`src/rtl/mac_pkg.sv`:
```
package mac_pkg;

  typedef enum logic [1:0] {
    MODE_UMUL  = 2'd0,
    MODE_SMUL  = 2'd1,
    MODE_UACC  = 2'd2,
    MODE_SACC  = 2'd3
  } mac_mode_e;

  typedef enum logic [2:0] {
    SEL_OPA0   = 3'd0,
    SEL_OPA1   = 3'd1,
    SEL_OPA2   = 3'd2,
    SEL_OPA3   = 3'd3,
    SEL_OPB    = 3'd4,
    SEL_RLO    = 3'd5,
    SEL_RHI    = 3'd6,
    SEL_XTD    = 3'd7
  } reg_sel_e;

  function automatic logic mode_is_signed(input mac_mode_e m);
    return m[0];
  endfunction

  function automatic logic mode_is_accum(input mac_mode_e m);
    return m[1];
  endfunction

endpackage

```
`src/rtl/mac_decode.sv`:
```
module mac_decode
  import mac_pkg::*;
#(
  parameter int ADDR_W = 4
) (
  input  logic [ADDR_W-1:0] addr,
  input  logic              we,
  output reg_sel_e          sel,
  output logic              opa_wr,
  output logic              opb_wr,
  output logic              rlo_wr,
  output logic              rhi_wr,
  output mac_mode_e         wr_mode
);
  always_comb begin
    sel     = reg_sel_e'(addr[3:1]);
    wr_mode = mac_mode_e'(addr[2:1]);
    opa_wr  = we && (addr[3] == 1'b0);
    opb_wr  = we && (sel == SEL_OPB);
    rlo_wr  = we && (sel == SEL_RLO);
    rhi_wr  = we && (sel == SEL_RHI);
  end
endmodule

```
`src/rtl/mac_operands.sv`:
```
module mac_operands
  import mac_pkg::*;
#(
  parameter int DATA_W = 16
) (
  input  logic              clk,
  input  logic              rst_n,
  input  logic              opa_wr,
  input  logic              opb_wr,
  input  mac_mode_e         wr_mode,
  input  logic              byte_sel,
  input  logic [DATA_W-1:0] wdata,
  output mac_mode_e         mode_q,
  output logic [DATA_W-1:0] opa_q,
  output logic [DATA_W-1:0] opb_q,
  output logic [DATA_W-1:0] opb_new
);
  localparam int BYTE_W = DATA_W / 2;

  function automatic logic [DATA_W-1:0] widen(input logic [DATA_W-1:0] v,
                                              input logic is_byte,
                                              input logic sgn);
    logic fill;
    fill = sgn & v[BYTE_W-1];
    if (is_byte) return {{(DATA_W-BYTE_W){fill}}, v[BYTE_W-1:0]};
    return v;
  endfunction

  logic [DATA_W-1:0] opa_new;

  always_comb begin
    opa_new = widen(wdata, byte_sel, mode_is_signed(wr_mode));
    opb_new = widen(wdata, byte_sel, mode_is_signed(mode_q));
  end

  always_ff @(posedge clk or negedge rst_n) begin
    if (!rst_n) begin
      mode_q <= MODE_UMUL;
      opa_q  <= '0;
      opb_q  <= '0;
    end else begin
      if (opa_wr) begin
        mode_q <= wr_mode;
        opa_q  <= opa_new;
      end
      if (opb_wr) opb_q <= opb_new;
    end
  end
endmodule

```
`src/rtl/mac_datapath.sv`:
```
module mac_datapath
  import mac_pkg::*;
#(
  parameter int DATA_W = 16
) (
  input  mac_mode_e           mode,
  input  logic [DATA_W-1:0]   opa,
  input  logic [DATA_W-1:0]   opb,
  input  logic [2*DATA_W-1:0] acc,
  output logic [2*DATA_W-1:0] res_next,
  output logic [DATA_W-1:0]   ext_next
);
  localparam int PW = 2 * DATA_W;

  function automatic logic [PW-1:0] stretch(input logic [DATA_W-1:0] v,
                                            input logic sgn);
    return {{DATA_W{sgn & v[DATA_W-1]}}, v};
  endfunction

  function automatic logic [PW-1:0] product(input logic [DATA_W-1:0] a,
                                            input logic [DATA_W-1:0] b,
                                            input logic sgn);
    return stretch(a, sgn) * stretch(b, sgn);
  endfunction

  logic [PW-1:0] prod;
  logic [PW:0]   sum;

  always_comb begin
    prod = product(opa, opb, mode_is_signed(mode));
    sum  = {1'b0, acc} + {1'b0, prod};
    res_next = mode_is_accum(mode) ? sum[PW-1:0] : prod;
    if (mode_is_signed(mode))
      ext_next = {DATA_W{res_next[PW-1]}};
    else if (mode_is_accum(mode))
      ext_next = {{(DATA_W-1){1'b0}}, sum[PW]};
    else
      ext_next = '0;
  end
endmodule

```
`src/rtl/mac_periph.sv`:
```
module mac_periph
  import mac_pkg::*;
#(
  parameter int DATA_W = 16,
  parameter int ADDR_W = 4
) (
  input  logic              clk,
  input  logic              rst_n,
  input  logic [ADDR_W-1:0] bus_addr,
  input  logic [DATA_W-1:0] bus_wdata,
  input  logic              bus_byte,
  input  logic              bus_we,
  output logic [DATA_W-1:0] bus_rdata
);
  localparam int PW     = 2 * DATA_W;
  localparam int BYTE_W = DATA_W / 2;

  reg_sel_e          sel;
  mac_mode_e         wr_mode, mode_q;
  logic              opa_wr_evt, opb_wr_evt, rlo_wr, rhi_wr, res_wr_evt;
  logic [DATA_W-1:0] opa_q, opb_q, opb_new;
  logic [PW-1:0]     res_q, res_next;
  logic [DATA_W-1:0] ext_q, ext_next, wr_word;

  mac_decode #(.ADDR_W(ADDR_W)) u_dec (
    .addr(bus_addr), .we(bus_we), .sel(sel),
    .opa_wr(opa_wr_evt), .opb_wr(opb_wr_evt),
    .rlo_wr(rlo_wr), .rhi_wr(rhi_wr), .wr_mode(wr_mode)
  );

  mac_operands #(.DATA_W(DATA_W)) u_ops (
    .clk(clk), .rst_n(rst_n), .opa_wr(opa_wr_evt), .opb_wr(opb_wr_evt),
    .wr_mode(wr_mode), .byte_sel(bus_byte), .wdata(bus_wdata),
    .mode_q(mode_q), .opa_q(opa_q), .opb_q(opb_q), .opb_new(opb_new)
  );

  mac_datapath #(.DATA_W(DATA_W)) u_dp (
    .mode(mode_q), .opa(opa_q), .opb(opb_new), .acc(res_q),
    .res_next(res_next), .ext_next(ext_next)
  );

  assign res_wr_evt = rlo_wr | rhi_wr;
  assign wr_word    = bus_byte ? {{(DATA_W-BYTE_W){1'b0}}, bus_wdata[BYTE_W-1:0]}
                               : bus_wdata;

  always_ff @(posedge clk or negedge rst_n) begin
    if (!rst_n) begin
      res_q <= '0;
      ext_q <= '0;
    end else if (opb_wr_evt) begin
      res_q <= res_next;
      ext_q <= ext_next;
    end else if (rlo_wr) begin
      res_q[DATA_W-1:0] <= wr_word;
    end else if (rhi_wr) begin
      res_q[PW-1:DATA_W] <= wr_word;
    end
  end

  always_comb begin
    case (sel)
      SEL_OPB: bus_rdata = opb_q;
      SEL_RLO: bus_rdata = res_q[DATA_W-1:0];
      SEL_RHI: bus_rdata = res_q[PW-1:DATA_W];
      SEL_XTD: bus_rdata = ext_q;
      default: bus_rdata = opa_q;
    endcase
  end
endmodule

```
`config.mk`:
```
export PLATFORM = sky130hd
export DESIGN_NAME = mac_periph
export DESIGN_NICKNAME = d
export VERILOG_FILES = /design/src/rtl/mac_pkg.sv /design/src/rtl/mac_decode.sv /design/src/rtl/mac_operands.sv /design/src/rtl/mac_datapath.sv /design/src/rtl/mac_periph.sv
export SDC_FILE = /design/constraint.sdc
export NUM_CORES = 1
export LEC_CHECK = 0
export BUFFER_PORTS_ARGS = -buffer_cell sky130_fd_sc_hd__buf_2
export CAP_MARGIN = 10
export CELL_PAD_IN_SITES_DETAIL_PLACEMENT = 0
export CELL_PAD_IN_SITES_GLOBAL_PLACEMENT = 2
export CORE_UTILIZATION = 45
export DETAILED_ROUTE_END_ITERATION = 10
export PLACE_DENSITY = 0.91
export SYNTH_ARGS = -nofsm -noshare
export SYNTH_HDL_FRONTEND = slang
export SYNTH_SLANG_ARGS = --single-unit
export TNS_END_PERCENT = 50
```
`constraint.sdc`:
```
create_clock -name clk -period 13.3 [get_ports clk]
set_clock_uncertainty 0.1 [all_clocks]
set_input_delay 1.33 -clock clk [delete_from_list [all_inputs] [get_ports clk]]
set_output_delay 1.33 -clock clk [all_outputs]
set_load 0.01 [all_outputs]
```
==> results of run 1 <==
## logic make-up after synthesis
group / count (synthesis)
AO/OA/AOI/OAI: 294
multiplexers: 49
AND/OR/NAND/NOR: 535
XOR/XNOR: 65
buffers and inverters: 428
flip-flops: 68
adder cells (fa/ha/maj): 401
## through the flow
stage | worst slack, ns | cells | hold WS, ns | area [um2]
final | 2.633 | 2275 | 0.3733 | 16730
after global routing | 1.925 | 2275 | 0.4037 | 16730
after CTS | 2.650 | 2275 | 0.3758 | 16730
after detailed placement | 2.327 | 2259 | 0.3624 | 16430
after global placement | 2.424 | 2259 | 0.3533 | 16430
after floorplan | 4.235 | 1840 | 0.3415 | 15860
## registers in the layout (all words and copies together), names as in the netlist
name	cells
res_q	32
ext_q	2
u_ops.opb_q	16
u_ops.opa_q	16
u_ops.mode_q	2
## worst reg2reg max path: cells and delay by family, from the launching register on
family / cells / cell delay (ns)
compound gates: 15 / 3.01
simple gates: 5 / 1.63
fa+ha+maj: 8 / 3.51
buf+inv: 5 / 0.32
xor+xnor: 2 / 0.40
flops: 1 / 0.66
## per-layer routing
metal	wire [um]	track usage, %
met3	1874	2.287
met1	19250	35.73
met2	20220	41.76
met4	809	5.862
met5	0	0
## area by class of cell
cell class / count / share of cell area [%]
multi-input combinational: 1344 / 75.10
sequential: 68 / 10.18
inverter: 335 / 7.516
tap: 455 / 3.403
timing repair buffer: 57 / 1.989
clock buffer: 12 / 1.533
clock inverter: 4 / 0.2842
## path summary, 6_finish.rpt
check	endpoint	from	cells past startpoint	slack, ns
max	res_q[29]$_DFFE_PN0P_	bus_wdata[7]	36	2.63
min	u_ops.opb_q[5]$_DFFE_PN0P_	u_ops.opb_q[5]$_DFFE_PN0P_	2	0.37
max reg2reg	res_q[29]$_DFFE_PN0P_	u_ops.mode_q[0]$_DFFE_PN0P_	35	3.55
min reg2reg	u_ops.opb_q[5]$_DFFE_PN0P_	u_ops.opb_q[5]$_DFFE_PN0P_	2	0.37
max in group asynchronous	u_ops.mode_q[1]$_DFFE_PN0P_	rst_n	2	11.33
min in group asynchronous	res_q[6]$_DFFE_PN0P_	rst_n	2	1.08
## cell usage after synthesis (10+ instances only)
cell,instances
inv_1,334
fa_1,283
nand2_1,243
ha_1,118
and2_1,113
nor2_1,102
a21oi_1,100
clkbuf_1,86
dfrtp_1,68
o21ai_0,66
xnor2_1,48
mux2i_1,29
a31oi_1,23
a21o_1,21
mux2_2,19
xor2_1,17
a211oi_1,15
nand3_1,15
nand2b_1,12
o21a_1,12
and3_1,11
or2_2,10
==> flow_summary.ini, run 1 <==
[clocking]
clock_sinks = 68
cts_made_buffers = 9
cts.path.max_buffers = 2
cts_tree = yes
postCtsResizedCells = 0
cts.clk_slew.worst_paths_ns = 0.05
clock_latency_ns = 0.34
holdBufCountCts = 0
cts-htree-levels = 3
cts_post_setup_buffers_inserted = 0
root_buffer = clkbuf_16

[floorplanning]
die_w_um = 189.8
num_rows = 68
die_area_mm2 = 0.03601
core_area_mm2 = 0.03463
ios = 40
die_h_um = 189.8
start_util_pct = 45.81

[timing]
setup-tns-final_ns = 0
fmax_mhz = 93.75
max_slew.worst_pin.slew_ns = 1.204
grt_setup_unrepaired = false
slew_headroom_pct = 19.36
setup_viol_count_final = 0
slew_viol_final = 0
fin_crit_ns = 10.67
fin_crit_sh_pct = 80.20
hold_viol_final = 0

[logic_synthesis]
ys_seq_elements = 68
synth_top_family_by_area = adder cells
synthAdderAreaFrac_pct = 45.02
synthCells = 1840
synth_cell_types = 62
synthMuxAreaShare_pct = 3.321
ys_warn_count = 0
synth_xor_area_share_pct = 3.589
syn-num-nets = 2265
ys_async_sr_fraction_pct = 100.0
synth-compound-area-share_pct = 11.67
synth-edff-count = 0
yosys.area.top_type_share_pct = 35.72
syn-mean-instance-area_um2 = 8.621
ys_seq_area_share_pct = 10.73
synth_area_mm2 = 0.01586
synth-main-ff-cell = dfrtp_1
yosys.area_share.simple_pct = 15.53
yosys.area.top_type = fa_1
synth.area.top_cells = fa_1 (36%), dfrtp_1 (11%), ha_1 (9.3%)

[cells_and_area]
diodes = 0
fillers = 3393
multiInputGateArea_mm2 = 0.01256
nets = 2240
layout_common_cells = inv_1 (334), fa_1 (283), nand2_1 (243), ha_1 (118), and2_1 (113)
final_core_util_pct = 48.31
seq_area_mm2 = 0.001703
drive_above_1_share_pct = 6.593
area_growth_pct = 5.466
final_common_cell = inv_1

[worst_hold_path]
min_path_type = reg -> reg

[place]
portBuffers = 38
gp_congestion = 0.8386
dpl.hpwl_mm = 32.30

[route]
firstDrtPassIters = 6
vias_per_cell = 5.362
wl_per_cell_um = 18.53
drt-initial-drc-count = 785
finalWirelength_mm = 42.15
route.detailed.drc = 0
postRouteAntennaNets = 0
vias = 12200

[grt]
grt_max_degree = 69
track_usage_pct = 25.21
grt_pass1_wl_mm = 69.98
gr-total-overflow = 0
antenna_found_initial = 2
grt_pass1_vias = 12730

[critical_path]
cp.arrival_ns = 10.79
end_kind = register
cp.required_ns = 13.42
crit_buf_inv = 6
cpPeakStageDelay_ns = 0.83
crit_top_cell = fa_1
crit_fanout = 23
cp_slowest_cell = nand2_1
startpoint_type = primary input
crit_family = adder cells
path_class = in -> reg

[run]
drv_cap = 0

[run_status]
status = finished, final reports clean
Power of run 1 is left out: the tool's default activity adds up to more than one toggle a clock period on the data nets, which glitch-free logic cannot reach.
==> run 2, diff against run 1 <==
Settings changed: ABC_AREA set to 1, CORE_UTILIZATION 45 to 39, PLACE_DENSITY 0.91 to 0.85.
Clock period 13.3 ns to 10.9 ns, I/O delays scaled along.
==> run 2 against run 1 <==
Against the previous run: cell area increased by 7.6%; sequential share of layout area decreased by 0.72 points; die area increased by 23%; first-iteration DRC count increased by 41%; synthesized cell count increased by 27%; utilization decreased by 5.9 points; critical path depth decreased by 3; cell count increased by 28%; critical endpoint is now ext_q[14]$_DFFE_PN0P_; highest routed layer unchanged.
==> flow_summary.ini, run 2 <==
[cells_and_area]
largest_reg_flops = 32
nets = 2753
largest_register = res_q
diodes = 0
final_core_util_pct = 42.43
final_cell_area_mm2 = 0.01800
reg.largest.list = res_q (32), u_ops.opa_q (16), u_ops.opb_q (16)
final_common_cell = nand2_1
area_growth_pct = 6.218
layout_common_cells = nand2_1 (568), inv_1 (557), fa_1 (283), nor2_1 (174), ha_1 (118)
fillers = 4553
drive_above_1_share_pct = 4.844

[logic_synthesis]
yosys.area.top_type = fa_1
ys_seq_elements = 68
yosys.area_share.simple_pct = 22.59
yosys.area.top_type_share_pct = 33.44
synthMuxAreaShare_pct = 0
synth-compound-area-share_pct = 9.467
ys_seq_area_share_pct = 10.04
synth.area.top_cells = fa_1 (33%), nand2_1 (13%), inv_1 (12%)
synth-main-ff-cell = dfrtp_1
synth_top_family_by_area = adder cells
synthAdderAreaFrac_pct = 42.15
ys_async_sr_fraction_pct = 100.0
syn-mean-instance-area_um2 = 7.263
syn-num-nets = 2758
synthCells = 2333
synth_area_mm2 = 0.01694
synth_commonest_cells = nand2_1 (568), inv_1 (557), fa_1 (283)
synth_cell_types = 48
synth_xor_area_share_pct = 1.447
yosysMostFrequentCell = nand2_1
synth-edff-count = 0
ys_warn_count = 0

[grt]
grt_pass1_wl_mm = 92.85
gr-total-overflow = 0
track_usage_pct = 28.06
grt_pass1_vias = 15430
grt_max_degree = 69
antenna_found_initial = 0

[critical_path]
cpPeakStageDelay_ns = 0.57
cp.arrival_ns = 9.28
cp_slowest_cell = a21oi_1
reg2reg_to = res_q[21]$_DFFE_PN0P_
cp.required_ns = 11.08
startpoint_type = primary input
end_kind = register
worstSetupStartpoint = bus_wdata[7]
crit_top_cell = fa_1
crit_fanout = 21
path_class = in -> reg
reg2reg_slack_ns = 1.80
r2r_cells = 31
r2r_start = u_ops.opa_q[15]$_DFFE_PN0P_
critical_path.endpoint = ext_q[14]$_DFFE_PN0P_

[route]
wl_met2_mm = 28.27
postRouteAntennaNets = 0
met1_length_mm = 26.58
wl_met3_mm = 2.990
finalWirelength_mm = 59.60
firstDrtPassIters = 5
top_layer_used = met4
route.detailed.drc = 0
wl_per_cell_um = 20.48
drt-initial-drc-count = 1109
vias_per_cell = 5.215
vias = 15180

[timing]
max_slew.worst_pin.slew_ns = 1.173
hold_viol_final = 0
grt_setup_unrepaired = false
hold_slack_ns = 0.3938
slew_headroom_pct = 21.54
fin_crit_ns = 9.101
fmax_mhz = 109.9
fin_crit_sh_pct = 83.49
setup-tns-final_ns = 0
setup_viol_count_final = 0
slew_viol_final = 0

[clocking]
cts-htree-levels = 3
clock_latency_ns = 0.36
clock_sinks = 68
postCtsResizedCells = 0
cts_tree = yes
root_buffer = clkbuf_16
cts.path.max_buffers = 2
cts_made_buffers = 9
cts_post_setup_buffers_inserted = 0
cts.clk_slew.worst_paths_ns = 0.07
holdBufCountCts = 0

[place]
portBuffers = 38
gp_congestion = 0.9600
dpl.hpwl_mm = 48.86
dpl_cell_area_mm2 = 0.01770

[floorplanning]
die_w_um = 210.4
die_h_um = 210.4
ios = 40
start_util_pct = 39.95
die_area_mm2 = 0.04428
core_area_mm2 = 0.04242
num_rows = 75

[run_status]
status = finished, final reports clean

[run]
drv_cap = 0

[worst_hold_path]
min_path_type = reg -> reg
run 2: cell families after synthesis:
group / Yosys count
AO/OA/AOI/OAI: 269
XOR/XNOR: 28
adder cells (fa/ha/maj): 401
buffers and inverters: 640
flip-flops: 68
AND/OR/NAND/NOR: 927
run 2: per-layer routing:
layer  vias to the layer above  track usage (%)
li1                       7021                -
met4                         0            7.546
met3                       105            2.697
met1                      7594            39.15
met5                         -                0
met2                       456            46.53
run 2: worst min path at each step:
| stage | from | endpoint | cells past startpoint |
|---|---|---|---|
| 2_1_floorplan | u_ops.opb_q[11]$_DFFE_PN0P_ | u_ops.opb_q[11]$_DFFE_PN0P_ | 2 |
| 3_3_place_gp | u_ops.opb_q[1]$_DFFE_PN0P_ | u_ops.opb_q[1]$_DFFE_PN0P_ | 2 |
| 3_5_place_dp | u_ops.opb_q[1]$_DFFE_PN0P_ | u_ops.opb_q[1]$_DFFE_PN0P_ | 2 |
| 4_1_cts | u_ops.opb_q[1]$_DFFE_PN0P_ | u_ops.opb_q[1]$_DFFE_PN0P_ | 2 |
| 5_1_grt | u_ops.opb_q[8]$_DFFE_PN0P_ | u_ops.opb_q[8]$_DFFE_PN0P_ | 2 |
| 6_report | u_ops.opb_q[1]$_DFFE_PN0P_ | u_ops.opb_q[1]$_DFFE_PN0P_ | 2 |
run 2: layout make-up:
type	instances	area, um2	share of cell area [%]
clock inverters	6	38.79	0.2155
flip-flops and latches	68	1702	9.455
multi-input cells	1625	12820	71.24
inverters	566	2125	11.80
well taps	577	721.9	4.011
repair buffers	58	350.3	1.947
clock buffers	10	239.0	1.328
run 2: critical path, delay by kind of cell:
| kind | cells | cell delay [ns] |
|---|---|---|
| adders and majority gates | 8 | 3.63 |
| and+or+nand+nor | 10 | 1.07 |
| buffers and inverters | 6 | 1.04 |
| AOI/OAI and AO/OA | 9 | 2.45 |
run 2: through the flow:
| step | setup WS [ns] | instances |
|---|---|---|
| 3_5_place_dp | 1.501 | 2893 |
| 2_1_floorplan | 3.100 | 2333 |
| 3_3_place_gp | 1.623 | 2893 |
| 5_1_grt | 1.227 | 2910 |
| 6_report | 1.799 | 2910 |
| 4_1_cts | 1.815 | 2909 |
Power of run 2 is left out for the same reason.
